===== src/rtl/fp64_trunc_pkg.sv =====
// Package: shared field widths and result class codes for the truncate unit.
// Assumes IEEE-754 binary64 layout: sign, 11-bit exponent, 52-bit fraction.
package fp64_trunc_pkg;
    localparam int EXP_W  = 11;
    localparam int FRAC_W = 52;
    localparam int FP_W   = 1 + EXP_W + FRAC_W;
    localparam int CLS_W  = 5;

    typedef enum logic [CLS_W-1:0] {
        CLS_NONE     = 5'b00000,
        CLS_POS_NORM = 5'b00100,
        CLS_NEG_NORM = 5'b01000,
        CLS_POS_ZERO = 5'b00010,
        CLS_NEG_ZERO = 5'b10010,
        CLS_POS_INF  = 5'b00101,
        CLS_NEG_INF  = 5'b01001,
        CLS_QNAN     = 5'b10001,
        CLS_POS_DEN  = 5'b10100,
        CLS_NEG_DEN  = 5'b11000
    } fp_class_e;
endpackage


===== src/rtl/fp64_trunc_core.sv =====
// Module: fp64_trunc_core
// Combinational truncation of one binary floating-point value toward zero.
// Assumes exponent bias 2^(EXPW-1)-1. Signaling NaNs are quieted by setting
// the fraction MSB; values below one collapse to a signed zero.
module fp64_trunc_core #(
    parameter int EXPW  = 11,
    parameter int FRACW = 52
) (
    input  logic [EXPW+FRACW:0] op_in,
    output logic [EXPW+FRACW:0] res_out,
    output logic                snan_out
);
    localparam int TOPB = EXPW + FRACW;
    localparam logic [EXPW-1:0] EXP_ONES = '1;
    localparam logic [EXPW-1:0] BIAS_V   = {1'b0, {(EXPW-1){1'b1}}};
    localparam logic [EXPW:0]   LIMIT    = {1'b0, BIAS_V} + (EXPW+1)'(FRACW);

    logic             sgn;
    logic [EXPW-1:0]  ex;
    logic [FRACW-1:0] fr;
    logic [FRACW-1:0] clr_mask;

    assign sgn = op_in[TOPB];
    assign ex  = op_in[TOPB-1:FRACW];
    assign fr  = op_in[FRACW-1:0];

    // Per-bit mask: fraction bit i lies below the binary point when ex+i < LIMIT.
    for (genvar i = 0; i < FRACW; i++) begin : g_mask
        assign clr_mask[i] = (({1'b0, ex} + (EXPW+1)'(i)) < LIMIT);
    end

    // Select the truncated value by operand category.
    always_comb begin
        res_out  = op_in;
        snan_out = 1'b0;
        if (ex == EXP_ONES) begin
            if ((fr != '0) && !fr[FRACW-1]) begin
                snan_out = 1'b1;
                res_out  = {sgn, ex, 1'b1, fr[FRACW-2:0]};
            end
        end else if (ex < BIAS_V) begin
            res_out = {sgn, {TOPB{1'b0}}};
        end else if ({1'b0, ex} < LIMIT) begin
            res_out = {sgn, ex, fr & ~clr_mask};
        end
    end
endmodule


===== src/rtl/fp64_classify.sv =====
// Module: fp64_classify
// Maps a binary floating-point value to its 5-bit result class code.
// Assumes any NaN presented here is already quiet.
module fp64_classify
    import fp64_trunc_pkg::*;
#(
    parameter int EXPW  = 11,
    parameter int FRACW = 52
) (
    input  logic [EXPW+FRACW:0] val_in,
    output logic [CLS_W-1:0]    cls_out
);
    localparam int TOPB = EXPW + FRACW;

    logic             sgn;
    logic [EXPW-1:0]  ex;
    logic [FRACW-1:0] fr;

    assign sgn = val_in[TOPB];
    assign ex  = val_in[TOPB-1:FRACW];
    assign fr  = val_in[FRACW-1:0];

    // Decode exponent and fraction into the class code.
    always_comb begin
        if (ex == '1) begin
            if (fr != '0) cls_out = CLS_QNAN;
            else          cls_out = sgn ? CLS_NEG_INF : CLS_POS_INF;
        end else if (ex == '0) begin
            if (fr == '0) cls_out = sgn ? CLS_NEG_ZERO : CLS_POS_ZERO;
            else          cls_out = sgn ? CLS_NEG_DEN : CLS_POS_DEN;
        end else begin
            cls_out = sgn ? CLS_NEG_NORM : CLS_POS_NORM;
        end
    end
endmodule


===== src/rtl/fp64_trunc_unit.sv =====
// Module: fp64_trunc_unit (top)
// One-stage truncate-to-integral unit: computes combinationally, registers
// all outputs one clock after in_valid. Assumes OPW = 2 * binary64 width.
module fp64_trunc_unit
    import fp64_trunc_pkg::*;
#(
    parameter int OPW = 128
) (
    input  logic             clk,
    input  logic             rst_n,
    input  logic             in_valid,
    input  logic [OPW-1:0]   src_opnd,
    input  logic             unit_en,
    input  logic             inv_exc_en,
    output logic             out_wr_en,
    output logic [OPW-1:0]   out_result,
    output logic             out_stat_valid,
    output logic             out_class_wr,
    output logic [CLS_W-1:0] out_class,
    output logic             out_fx_set,
    output logic             out_vxsnan_set,
    output logic             out_fr,
    output logic             out_fi,
    output logic             out_unavail_trap
);
    localparam int HALF = OPW / 2;

    logic [FP_W-1:0]  trunc_val;
    logic             is_snan;
    logic [CLS_W-1:0] cls_comb;
    logic             go;
    logic             do_write;

    logic [FP_W-1:0]  res_q;
    logic             wr_q, stat_q, cls_wr_q, vx_q, trap_q;
    logic [CLS_W-1:0] cls_q;

    fp64_trunc_core #(.EXPW(EXP_W), .FRACW(FRAC_W)) u_core (
        .op_in    (src_opnd[FP_W-1:0]),
        .res_out  (trunc_val),
        .snan_out (is_snan)
    );

    fp64_classify #(.EXPW(EXP_W), .FRACW(FRAC_W)) u_cls (
        .val_in  (trunc_val),
        .cls_out (cls_comb)
    );

    // Issue qualification and write-suppression decision.
    assign go       = in_valid && unit_en;
    assign do_write = go && !(is_snan && inv_exc_en);

    // Output stage register with synchronous active-low reset.
    always_ff @(posedge clk) begin
        if (!rst_n) begin
            wr_q     <= 1'b0;
            res_q    <= '0;
            stat_q   <= 1'b0;
            cls_wr_q <= 1'b0;
            cls_q    <= '0;
            vx_q     <= 1'b0;
            trap_q   <= 1'b0;
        end else begin
            wr_q     <= do_write;
            res_q    <= do_write ? trunc_val : '0;
            stat_q   <= go;
            cls_wr_q <= do_write;
            cls_q    <= do_write ? cls_comb : '0;
            vx_q     <= go && is_snan;
            trap_q   <= in_valid && !unit_en;
        end
    end

    assign out_wr_en        = wr_q;
    assign out_result       = {{(OPW-HALF){1'b0}}, {(HALF-FP_W){1'b0}}, res_q};
    assign out_stat_valid   = stat_q;
    assign out_class_wr     = cls_wr_q;
    assign out_class        = cls_q;
    assign out_fx_set       = vx_q;
    assign out_vxsnan_set   = vx_q;
    assign out_fr           = 1'b0;
    assign out_fi           = 1'b0;
    assign out_unavail_trap = trap_q;
endmodule


===== config.mk =====
export PLATFORM = sky130hd
export DESIGN_NAME = fp64_trunc_unit
export DESIGN_NICKNAME = d
export VERILOG_FILES = /design/src/rtl/fp64_trunc_pkg.sv /design/src/rtl/fp64_trunc_core.sv /design/src/rtl/fp64_classify.sv /design/src/rtl/fp64_trunc_unit.sv
export SDC_FILE = /design/constraint.sdc
export NUM_CORES = 1
export LEC_CHECK = 0
export BUFFER_PORTS_ARGS = -buffer_cell sky130_fd_sc_hd__buf_2
export CAP_MARGIN = 20
export CELL_PAD_IN_SITES_DETAIL_PLACEMENT = 2
export CELL_PAD_IN_SITES_GLOBAL_PLACEMENT = 2
export CORE_UTILIZATION = 31
export CTS_CLUSTER_DIAMETER = 30
export CTS_CLUSTER_SIZE = 24
export DETAILED_ROUTE_END_ITERATION = 6
export PLACE_DENSITY = 0.92
export SYNTH_ARGS = -nofsm -noshare
export SYNTH_HDL_FRONTEND = slang
export SYNTH_HIERARCHICAL = 1
export SYNTH_SLANG_ARGS = --single-unit

===== constraint.sdc =====
create_clock -name clk -period 10.1 [get_ports clk]
set_clock_uncertainty 0.2 [all_clocks]
set_input_delay 1.515 -clock clk [delete_from_list [all_inputs] [get_ports clk]]
set_output_delay 1.515 -clock clk [all_outputs]
set_load 0.03 [all_outputs]

==> flow_summary.ini, run 1 <==
[power]
power_frac_seq_pct = 27.4
powerDensity_nw_per_um2 = 107
swShare_pct = 46.0
leakage_nw = 4.22
p_int_w = 0.000580
pwr-share-clk_pct = 29.1
p_switching_w = 0.000495
p_comb_share_pct = 43.4
peakVddDrop_uv = 61.8

[timing]
drv_slew = 0
setup-tns-final_ns = 0
slew_headroom_pct = 18.0
tightest_slew_ns = 1.21
finalHoldViolCount = 0
fin_crit_ns = 7.18
fin_crit_sh_pct = 71.1
max_freq_ghz = 0.139
setup_viol = 0
whs_ns = 1.13
grt_setup_unrepaired = false

[place]
port_buffers = 143
place_area_um2 = 9770
place.gp.congestion = 1.04
dp.cells = 1777
dp.final_hpwl_um = 40400

[global_routing]
grt_usage_pct = 37.1
grt_pass1_wl_um = 85100
use_met3_pct = 11.7
grt_max_degree = 74
grt_pass1_vias = 12600
globalRouteMet2Util_pct = 56.0
top_usage_layer = met2
grt_overflow = 0
grtUsageMet1_pct = 43.4
antenna_found_initial = 3

[drt]
drtIter0Drc = 1986
vias = 12600
route.detailed.drc = 0
post_drt_wl_per_cell_um = 33.1
ant_nets = 0
finalWirelength_um = 59500
vias_per_cell = 7.03
first_pass_iters = 7

[setup_path]
crit_path_start = src_opnd[53]
crit_arrival_ns = 7.22
cp-end-kind = flop
worstPathCellList = buf_2 > buf_4 > inv_1 > ha_1 > a21boi_1 > nor2_1 > nor4_2 > and3b_1 > o41ai_1 > a21oi_1 > nor4_1 > nand4_1 > nor4_4 > mux2_2 > and3_1
slowest_delay_ns = 1.07
crit_required_ns = 10.14
worst-setup-path-type = input pin to flop
cp.depth = 15
crit_path_top_delay_cell = o41ai_1
critPathTopFamily = simple AND/OR/NAND/NOR gates
crit_buf_inv = 3
crit_path_start_kind = input pin
crit_fanout = 35

[die]
rows = 63
ios = 274
start_util_pct = 31.6
coreArea_um2 = 29600
fp.dieW_um = 176
die_h_um = 176
dieArea_um2 = 30900

[synth]
synth_flop_cell = dfxtp_1
synth_area_leaders = dfxtp_1 (16%), a21oi_1 (6.7%), xnor2_1 (6.6%)
ys_seq_elements = 73
netlist_top_cells_count = a21oi_1 (125), nor2_1 (120), nand2_1 (105)
synth.avg_cell_area_um2 = 6.91
synth_cells = 1353
synth_top_area_share_pct = 15.6
async_flop_share_pct = 0
synth_most_common_cell = a21oi_1
synth_edf_count = 0
synthesis.area_um2 = 9350
seq_area_frac_synth_pct = 15.6
yosys_warnings = 6
ys_types = 95
yosysTopAreaCell = dfxtp_1

[clocking]
clockBufferDepth = 2
clkSinkCount = 73
cts_setup_buffers = 0
h-tree-depth = 3
cts_buffers = 9
cts_root_buffer = clkbuf_16
clk_pin_slew_ns = 0.07
cts_resized = 0
holdBufCountCts = 0
cts_tree = done

[outcome]
status = complete, no violations

[run]
cap_violations = 0

[hold_path]
worstHoldPathType = input pin to flop
hp-start = unit_en
min_delay_path_depth = 2

[finish]
n_fill_cell = 3587
layout.cells.non_filler = 1796
area_delta_synth_final_pct = 7.72
final_util_pct = 34.0
final_area_um2 = 10100
nets = 1547
drive_gt1_share_pct = 16.6
-- power by group through the flow --
stage	Combinational (W)	Clock [W]	Sequential, W
3_3_place_gp	0.000409	0	0.000300
5_1_grt	0.000472	0.000325	0.000295
3_5_place_dp	0.000429	0	0.000301
6_report	0.000467	0.000314	0.000295
2_1_floorplan	0.000295	0	0.000311
4_1_cts	0.000436	0.000315	0.000295
-- kinds of logic after synthesis --
kind of cell    share of synthesized area [%]
simple gates                             28.1
compound gates                           30.3
buf+inv                                  14.0
xor+xnor                                 7.68
flops                                    15.6
mux                                      2.41
fa+ha+maj                                1.87
other cells                            0.0401
-- sequential cells by signal, summed over array words and instances (netlist names) --
register / flops
out_unavail_trap: 1
out_stat_valid: 1
out_fx_set: 1
out_class: 5
res_q: 64
out_class_wr: 1
-- metrics by stage --
stage,worst slack (ns),power [W]
4_1_cts,3.29,0.00105
2_1_floorplan,5.01,0.000606
6_report,2.92,0.00108
5_1_grt,2.99,0.00109
3_5_place_dp,3.04,0.000730
3_3_place_gp,3.26,0.000709
-- path summary, 6_finish.rpt --
kind                                       to  slack, ns
hold / removal    out_unavail_trap$_SDFF_PN0_       1.13
setup / recovery      out_class[2]$_SDFF_PN0_       2.92
-- cell usage in the layout, fill, tap and decap left out, drive strengths merged, types with 6 or more instances in the layout --
master	n
a2111oi	6
a211oi	13
a21o	9
a21oi	127
a22oi	7
a311oi	6
a31oi	40
and2	19
and3	79
buf	170
clkbuf	11
conb	66
dfxtp	73
ha	14
inv	19
mux2i	18
nand2	107
nand2b	12
nand3	38
nand4	17
nor2	124
nor2b	11
nor3	30
nor3b	6
nor4	40
o211ai	20
o21a	8
o21ai	102
o22ai	21
o311a	6
o31ai	8
or2	7
or3	6
xnor2	70
xor2	12
-- final cells by class --
cell class	count	area (µm²)	area share, %
timing repair buffer	172	931	9.24
clock buffer	9	225	2.24
multi-input combinational	1127	6840	67.9
clock inverter	7	60.1	0.596
sequential	73	1460	14.5
inverter	17	63.8	0.633
antenna	1	2.50	0.0248
tap	390	488	4.84
-- layer usage --
| metal | vias to the layer above | part of all wire [%] |
|---|---|---|
| li1 | 4901 | - |
| met1 | 6096 | 35 |
| met2 | 1235 | 42 |
| met3 | 397 | 13 |
| met4 | 2 | 8.9 |
| met5 | - | 0.022 |
Power figures use the tool's default switching activity.
==> inputs of run 2 (changes only) <==
CORE_UTILIZATION = 29   (was 31)
PLACE_DENSITY = 0.87   (was 0.92)
clock period = 7 ns   (was 10.1 ns; I/O delays follow)
==> flow_summary.ini, run 2 (synthesis gave the netlist of run 1 again) <==
[outcome]
status = complete, no violations

[timing]
grt_setup_unrepaired = false
fin_crit_sh_pct = 80.1
fin_ws_ns = 1.39
drv_slew = 0
max_freq_ghz = 0.178
tightest_slew_ns = 1.15
slew_headroom_pct = 23.4
fin_crit_ns = 5.61
setup_viol = 0
setup-tns-final_ns = 0
finalHoldViolCount = 0

[finish]
largest_reg_flops = 64
layout_commonest_cell = buf_2
final_cell_mix = buf_2 (143), a21oi_1 (125), nor2_1 (120)
drive_gt1_share_pct = 18.1
layout.cells.non_filler = 1837
nets = 1574
n_fill_cell = 3837
regMostFlops = res_q
regArea_um2 = 1460
multi_input_area_um2 = 6840
area_delta_synth_final_pct = 10.1
final_area_um2 = 10300

[die]
start_util_pct = 29.6
ios = 274
rows = 65
dieArea_um2 = 33000
fp.dieW_um = 182
die_h_um = 182
coreArea_um2 = 31600

[drt]
vias_per_cell = 6.60
drtIter0Drc = 1543
post_drt_wl_per_cell_um = 31.0
vias = 12100
ant_nets = 0
first_pass_iters = 5
route.detailed.drc = 0
finalWirelength_um = 56900

[power]
peakVddDrop_uv = 136
powerDensity_nw_per_um2 = 151
power_frac_seq_pct = 27.3
pwr-share-clk_pct = 29.5
swShare_pct = 45.5
leakage_nw = 4.35
p_int_w = 0.000848
power_w = 0.00156
p_comb_share_pct = 43.2
p_switching_w = 0.000708

[clocking]
cts_resized = 0
cts_setup_buffers = 0
clockBufferDepth = 2
cts_buffers = 9
cts_root_buffer = clkbuf_16
holdBufCountCts = 0
clk_pin_slew_ns = 0.07
h-tree-depth = 3
cts_tree = done
clkSinkCount = 73

[setup_path]
crit_arrival_ns = 5.64
crit_buf_inv = 3
crit_required_ns = 7.03
critPathTopFamily = compound AO/OA/AOI/OAI gates
slowest_delay_ns = 0.55
crit_path_start_kind = input pin
worst-setup-path-type = input pin to flop
cp-end-kind = flop
crit_fanout = 22
crit_path_top_delay_cell = a31o_2
cpMostUsedCell = nand2_1
worstPathCellList = buf_2 > inv_1 > buf_4 > ha_1 > a21o_1 > nand2_1 > a31o_2 > o21ai_0 > a211oi_1 > a21oi_1 > nor4_1 > nand2_1 > nor4_4 > mux2_2 > and3_1

[global_routing]
grt_pass1_wl_um = 82800
grt_overflow = 0
antenna_found_initial = 3
grt_max_degree = 73
grt_usage_pct = 33.6
grt_pass1_vias = 12100

[place]
place_area_um2 = 10000
dp.final_hpwl_um = 40700
pre_cts_ws_ns = 1.24
port_buffers = 143
dp.cells = 1818
place.gp.congestion = 1.00

[run]
cap_violations = 0

[hold_path]
min_delay_path_depth = 2
hp-start = unit_en
worstHoldPathType = input pin to flop
hold_path_end = out_unavail_trap$_SDFF_PN0_
==> run 2: cell types whose count changed in the layout (fill, tap and decap cells not counted), sizes merged <==
cell	previous run	this run
buf	170	199
clkbuf	11	9
diode	1	3
clkinv	2	3
inv	19	18
==> run 2: cell type report <==
cell class,count,area share [%]
repair buffers,199,11.0
diodes,3,0.0729
clock buffers,9,2.19
clock inverters,7,0.607
multi-input cells,1127,66.4
inverters,17,0.620
well taps,402,4.88
flip-flops and latches,73,14.2
==> run 2: per-stage QoR <==
stage	hold slack, ns	util (%)
after floorplan	0.922	-
after detailed placement	1.03	31.6
after CTS	0.675	32.5
final	0.679	32.6
after global routing	0.676	32.5
after global placement	1.02	31.6
==> run 2: worst max path at each step <==
stage                  from                       to  slack, ns  cells past startpoint
3_3_place_gp   src_opnd[54]  out_class[3]$_SDFF_PN0_       1.32                     14
4_1_cts        src_opnd[54]  out_class[3]$_SDFF_PN0_       1.53                     15
6_report       src_opnd[54]  out_class[3]$_SDFF_PN0_       1.39                     15
5_1_grt        src_opnd[54]  out_class[3]$_SDFF_PN0_       1.33                     15
3_5_place_dp   src_opnd[54]  out_class[2]$_SDFF_PN0_       1.24                     15
2_1_floorplan  src_opnd[57]  out_class[2]$_SDFF_PN0_       2.38                     16
==> run 2: power groups by stage <==
stage | clock (W) | sequential, W | combinational (W)
3_5_place_dp | 0 | 0.000434 | 0.000632
6_report | 0.000460 | 0.000425 | 0.000672
5_1_grt | 0.000487 | 0.000425 | 0.000688
4_1_cts | 0.000466 | 0.000425 | 0.000639
3_3_place_gp | 0 | 0.000434 | 0.000613
2_1_floorplan | 0 | 0.000449 | 0.000426
==> run 2: per-layer routing <==
metal  share of wire [%]  GRT usage [%]  routed length, µm  up-vias
met5               0.037              0                 21        -
met4                 7.0           21.7               3960        4
met3                  11           7.02               6460      245
met2                  42           50.7              24100      976
met1                  39           43.4              22300     5932
li1                    -              -                  -     4970
